--- config.mk ---
export PLATFORM = sky130hd
export DESIGN_NAME = fault_diag_bank
export DESIGN_NICKNAME = d
export VERILOG_FILES = /design/src/rtl/fault_diag_bank.sv
export SDC_FILE = /design/constraint.sdc
export NUM_CORES = 1
export LEC_CHECK = 0
export BUFFER_PORTS_ARGS = -buffer_cell sky130_fd_sc_hd__buf_2
export CELL_PAD_IN_SITES_DETAIL_PLACEMENT = 1
export CELL_PAD_IN_SITES_GLOBAL_PLACEMENT = 2
export CORE_UTILIZATION = 35
export DETAILED_ROUTE_END_ITERATION = 10
export GPL_TIMING_DRIVEN = 0
export HOLD_SLACK_MARGIN = 0.06
export PLACE_DENSITY = 0.77
export SLEW_MARGIN = 5
export SYNTH_ARGS = -nofsm -noshare
export SYNTH_HDL_FRONTEND = slang
export SYNTH_SLANG_ARGS = --single-unit
--- constraint.sdc ---
create_clock -name clk -period 1.9 [get_ports clk]
set_input_delay 0.095 -clock clk [delete_from_list [all_inputs] [get_ports clk]]
set_output_delay 0.095 -clock clk [all_outputs]
set_load 0.005 [all_outputs]
--- src/rtl/fault_diag_bank.sv ---
module fault_diag_bank #(
  parameter int BANK_CH     = 8,
  parameter int NBANK       = 2,
  parameter int FILT_CYCLES = 5000
) (
  input  logic                          clk,
  input  logic                          rst_n,
  input  logic [BANK_CH*NBANK-1:0]      flt_ovl,
  input  logic [BANK_CH*NBANK-1:0]      flt_open,
  input  logic [BANK_CH*NBANK-1:0]      flt_shg,
  input  logic                          rd_stb,
  input  logic [(NBANK>1 ? $clog2(NBANK) : 1)-1:0] rd_bank,
  output logic [2*BANK_CH-1:0]          rd_word,
  output logic [BANK_CH-1:0]            rd_sum,
  output logic                          fault_n
);
  localparam int NCH = BANK_CH * NBANK;
  localparam int WW  = 2 * BANK_CH;
  localparam int BW  = NBANK > 1 ? $clog2(NBANK) : 1;
  localparam int CW  = $clog2(FILT_CYCLES + 1);

  logic [2*NCH-1:0] code_all;
  logic [WW-1:0]    sel_word;
  logic [BANK_CH-1:0] sel_sum;

  for (genvar c = 0; c < NCH; c++) begin : g_ch
    localparam int B = c / BANK_CH;
    logic [CW-1:0] cnt;
    logic [1:0]    code, raw;
    logic          hit;

    assign raw = flt_ovl[c] ? 2'b10 :
                 flt_shg[c] ? 2'b00 :
                 flt_open[c] ? 2'b01 : 2'b11;
    assign hit = rd_stb && (rd_bank == B[BW-1:0]);

    always_ff @(posedge clk or negedge rst_n) begin
      if (!rst_n) begin
        cnt  <= '0;
        code <= 2'b11;
      end else if (hit) begin
        cnt  <= '0;
        code <= 2'b11;
      end else begin
        if (raw == 2'b11) cnt <= '0;
        else if (cnt != CW'(FILT_CYCLES)) cnt <= cnt + 1'b1;
        if (raw != 2'b11 && cnt == CW'(FILT_CYCLES)) code <= raw;
      end
    end

    assign code_all[2*c +: 2] = code;
  end

  assign sel_word = code_all[rd_bank*WW +: WW];

  always_comb
    for (int i = 0; i < BANK_CH; i++) sel_sum[i] = &sel_word[2*i +: 2];

  always_ff @(posedge clk or negedge rst_n) begin
    if (!rst_n) begin
      rd_word <= '1;
      rd_sum  <= '1;
    end else if (rd_stb) begin
      rd_word <= sel_word;
      rd_sum  <= sel_sum;
    end
  end

  assign fault_n = &code_all;
endmodule

# --- Word-level counts from Yosys, hierarchy flattened ---
# Cells that the tools add are included.
totals:
  in_bits: 52
  regBits: 264
  out_inout_bits: 25
  word_cells: 303
classes:
  n_addsub: 16
  bitwise_logic: 1
  eq_ne: 64
  mux: 128
  reduce_logical: 59
  shift: 1
ops:
  columns: ["op", "count"]
  rows:
  - ["$mux W13", 48]
  - ["$add A13 B1 Y13 const B", 16]
  - ["$eq A13 B13 Y1 const B", 16]
  - ["$ne A13 B13 Y1 const B", 16]
  - ["$mux W2", 80]
  - ["$reduce_bool A3 Y1", 16]
  - ["$eq A2 B2 Y1 const B", 16]
  - ["$ne A2 B2 Y1 const B", 16]
  - ["$reduce_and A32 Y1", 1]
  - ["$reduce_bool A2 Y1", 16]
  - ["$shiftx A32 B6 Y16", 1]
  - ["$logic_and A1 B1 Y1", 18]
  - ["$reduce_and A2 Y1", 8]
  - ["$not A1 Y1", 1]

# --- Longest topological paths before layout ---
depth:
  ltp_word: 7
  mapped_depth: 7
  mapped_depth_nobuf: 6

# --- Worst setup path after synthesis ---
# No wires, ideal clock.
synth_path:
  path_type: "register to register"
  from: "register g_ch[15].cnt[0]"
  to: "register g_ch[15].cnt[5]"
  synth_period_minus_slack_ns: 1.906
  setup_ns: 0.127
  stages_incl_launch_ff: 8
  path_slack_ns: -0.006
  t_required_ns: 1.773
  n_path_buf: 1
  t_arrival_ns: 1.779
  path_cell_list: "dfrtp_1 > inv_1 > ha_1 > or4b_1 > nor4_4 > or2_2 > clkbuf_1 > o31ai_1"
synth_between:
  elab_chain_len: 4
  word_cells_on_any_way: 6
  cone_classes: "add/sub: 1; eq/ne: 1; mux: 3; reduce/logical: 1"
synth_rtl:
  columns: ["element", "line_no", "rtl"]
  rows:
  - ["start: declaration", "28", "logic [CW-1:0] cnt;"]
  - ["start signal: assignment", "46", "else if (cnt != CW'(FILT_CYCLES)) cnt <= cnt + 1'b1;"]
  - ["$add A13 B1 Y13", "46", null]
  - ["$mux W13", "46", null]
  - ["$mux W13", "45", "if (raw == 2'b11) cnt <= '0;"]
  - ["$mux W13", "41", "end else if (hit) begin"]
# Parallel ways exist; a longest one is shown, timed or not. The select of a mux whose other input is x is not followed.
# A chain may end at the register's enable or synchronous reset.

# --- Worst setup path in the final report ---
layout_path:
  from: "register g_ch[5].code[0]"
  to: "output port fault_n"
layout_between:
  elab_chain_len: 1
layout_rtl:
  columns: ["element", "line_no", "rtl"]
  rows:
  - ["start: declaration", "29", "logic [1:0] code, raw;"]
  - ["start signal: assignment", "47", "if (raw != 2'b11 && cnt == CW'(FILT_CYCLES)) code <= raw;"]
  - ["$reduce_and A32 Y1", "69", "assign fault_n = &code_all;"]
  - ["end: declaration", "15", "output logic fault_n"]
# Every way passes these cells.

==> metrics.md <==
| Metric | Value |
|---|---|
| Rows | 71 |
| Largest net degree at the start of global routing | 113 |
| M1 wire length | 17.3 mm |
| Number of fill cells | 4329 |
| Htree depth | 2 |
| Seq pwr share | 0.438 |
| Critical path arrival | 2240 ps |
| Vias per std cell | 5.08 |
| Vias in the first global route | 11.5k |
| Area after DPL | 14600 µm² |
| DRT Wirelength | 37.2 mm |
| Die W | 199 µm |
| Multi-input logic area | 6730 µm² |
| Cell Int Power | 10.8 mW |
| GRT Overall Usage | 0.194 |
| Gp weighted congestion | 0.814 |
| Crit. End Element | primary output |
| Worst Tran Pin Value | 1190 ps |
| Initial antenna violation count | 1 |
| Unique cell type count in the Yosys netlist | 48 |
| Logic pwr share | 0.124 |
| Post-Place Setup Slack | -420 ps |
| Worst setup margin | -436 ps |
| Detail Placement HPWL | 24.8 mm |
| VDD IR-drop max | 0.000538 V |
| Initial cell density of the core | 0.358 |
| Fin crit share | 1.23 |
| RSZ-0062 raised after global routing | yes |
| Worst-path fanout max | 2 |
| TritonCTS Buffers | 34 |
| First-pass GRT wire length | 61.0 mm |
| Die Footprint | 39500 µm² |
| Syn nets | 1468 |
| Hold WS | 46.4 ps |
| Die height | 199 µm |
| Final-report max-slew violation count | 0 |
| Final design utilization | 0.449 |
| Final setup viols | 1 |
| Gr ovfl total | 0 |
| Total net switching power | 3.98 mW |
| Post-Syn Area | 13500 µm² |
| Average size of a mapped cell | 9.78 µm² |
| PD cells | 870 nW/µm² |
| Predominant post-synthesis flop cell | dfrtp_1 |
| Warnings from Yosys | 0 |
| Post-Layout Cell Count | 2153 |
| Max-cap violations | 0 |
| CTS tree | built |
| Critical Path RT | 1800 ps |
| Port Buf Inserts | 74 |
| First-pass DRT Iterations | 4 |
| Fin Setup TNS | -436 ps |
| Register area | 6690 µm² |
| Worst hold path class | primary input to register |
| Clock power frac | 0.437 |
| P_leak | 7.22 nW |
| Synth Register Bits | 264 |
| Mapped Cells | 1384 |
| Design area | 17000 µm² |
| Dpl cells | 1971 |
| Startpoint Class | register |
| Status | finished, violations left |
| Core area | 37800 µm² |
| Hold Vio Cnt, Final | 0 |
| Violated checks | negative setup slack |
| # DRC | 0 |
| Share of post-route cells with drive strength above 1 | 0.211 |
| Antenna Nets Post-Route | 0 |
| Met3 Wirelength | 1.79 mm |
| I/O pin cnt | 77 |
| Setup CP Type | register to primary output |
| Sequential element share of the synthesized area | 0.493 |
| Area Growth Syn to Fin | 25.6% |
| Slew HR | 0.201 |
| Routed wl met2 | 17.2 mm |
| Clk Latency, worst-skew pair | 510 ps |
| Top sig layer | met4 |
| Total power | 14.8 mW |
| Clock Path Buffers | 3 |
| Asr flop ratio synth | 1.00 |
| Number of enable flip-flop cells after synthesis | 0 |
| Routed WL per cell | 17.3 µm |
| Clk root buf | clkbuf_16 |
| Clock sinks | 264 |
| CTS clock-pin slew for the worst setup and hold paths | 60 ps |
| Final critical-path required period | 2340 ps |
| Final net count | 1698 |
| Via count | 10.9k |
| Sw Share | 0.269 |
| Clk_skew | 12.4 ps |
| 1st-iter DRT viols | 485 |
| Max Fclk | 428 MHz |
-- critical path, cell delays in order (launching register included) --
cell and delay, ps:
dfstp_2 580, nand2_2 80, nor3_2 170, or4b_4 490
nor4_4 230, buf_2 180
-- power groups by stage --
stage / logic [mW] / clock network, mW / registers, mW
finish: 1.84 / 6.47 / 6.48
global route: 2.09 / 6.88 / 6.55
CTS: 1.72 / 6.69 / 6.49
detailed placement: 1.48 / 0 / 6.60
global placement: 1.42 / 0 / 6.58
floorplan: 0.986 / 0 / 6.46
-- path summary, 6_finish.rpt --
kind,start,to,slack (ps),depth (start not counted)
worst min-delay path,flt_shg[15],g_ch[15].cnt[1],50,3
worst max-delay path,g_ch[5].code[0],fault_n,-440,5
min in group asynchronous,rst_n,g_ch[3].cnt[4],80,2
max in group asynchronous,rst_n,g_ch[9].cnt[2],410,4
worst min register to register,rd_word[13],rd_word[13],490,2
worst max register to register,g_ch[8].cnt[2],g_ch[8].code[1],10,4
-- kinds of logic after synthesis --
logic type | synth area share
buf+inv | 0.0251
xor+xnor | 0.113
flops | 0.493
simple gates | 0.251
fa+ha+maj | 0.0296
compound gates | 0.0702
mux | 0.0178
-- state kept, by name, summed over array words and instances (netlist names) --
name / cells
g_ch.cnt: 208
g_ch.code: 32
rd_word: 16
rd_sum: 8
-- cell usage after synthesis (5+ instances only) --
library cell,instances,area share
nand2b_1,11,0.0051
buf_2,7,0.0026
nand2_1,79,0.022
a31oi_1,9,0.0042
nor2_1,253,0.070
or2_2,8,0.0037
or4b_1,11,0.0081
clkbuf_1,11,0.0031
or4_1,8,0.0044
nor3_1,47,0.017
inv_1,65,0.018
o21ai_0,37,0.014
a21oi_1,62,0.023
xor2_1,48,0.031
xnor2_1,127,0.082
ha_1,32,0.030
mux2i_1,24,0.018
nand4_1,41,0.019
dfrtp_1,208,0.38
nand3_1,76,0.028
o21ai_1,6,0.0022
buf_1,5,0.0014
or4b_4,7,0.0071
or3_1,22,0.010
nor4_1,28,0.013
nor4_4,14,0.022
a221o_1,15,0.011
dfstp_2,56,0.11
and3_1,19,0.0088
o31ai_1,16,0.0089
-- cells in the final DEF (no fill, tap or decap), types with 24 or more instances in the layout --
master	count
nand2_1	76
dfrtp_1	196
buf_2	77
nand4_1	41
mux2i_1	24
ha_1	31
xor2_1	48
nor4_1	27
buf_4	71
nor3_1	46
dfstp_2	56
o21ai_0	31
xnor2_1	123
clkbuf_16	37
inv_1	62
nor2_1	253
a21oi_1	62
dlygate4sd3_1	51
nand3_1	76
-- layout make-up --
class,count,area share
diodes,2,0.000294
plain buffers,18,0.00434
clock buffers,53,0.0621
clock inverters,9,0.00449
inverters,65,0.0143
multi-input cells,1032,0.396
flip-flops and latches,264,0.394
well taps,511,0.0376
repair buffers,199,0.0876
-- layer usage --
layer | vias to the layer above | GRT usage
met5 | - | 0
met4 | 0 | 0.0578
met3 | 58 | 0.0420
met2 | 147 | 0.309
met1 | 5478 | 0.262
li1 | 5250 | -
-- repair_timing --
| item | 4_1_cts | 5_1_grt |
|---|---|---|
| setup endpoints to repair | 112 | 78 |
| pin swaps | 22 | 17 |
| setup buffers | 37 | 36 |
| hold buffers | 50 | 1 |
| hold endpoints to repair | 163 | 2 |
| gates resized for setup | 44 | 25 |
No activity file was read; power rests on OpenSTA's default activity.
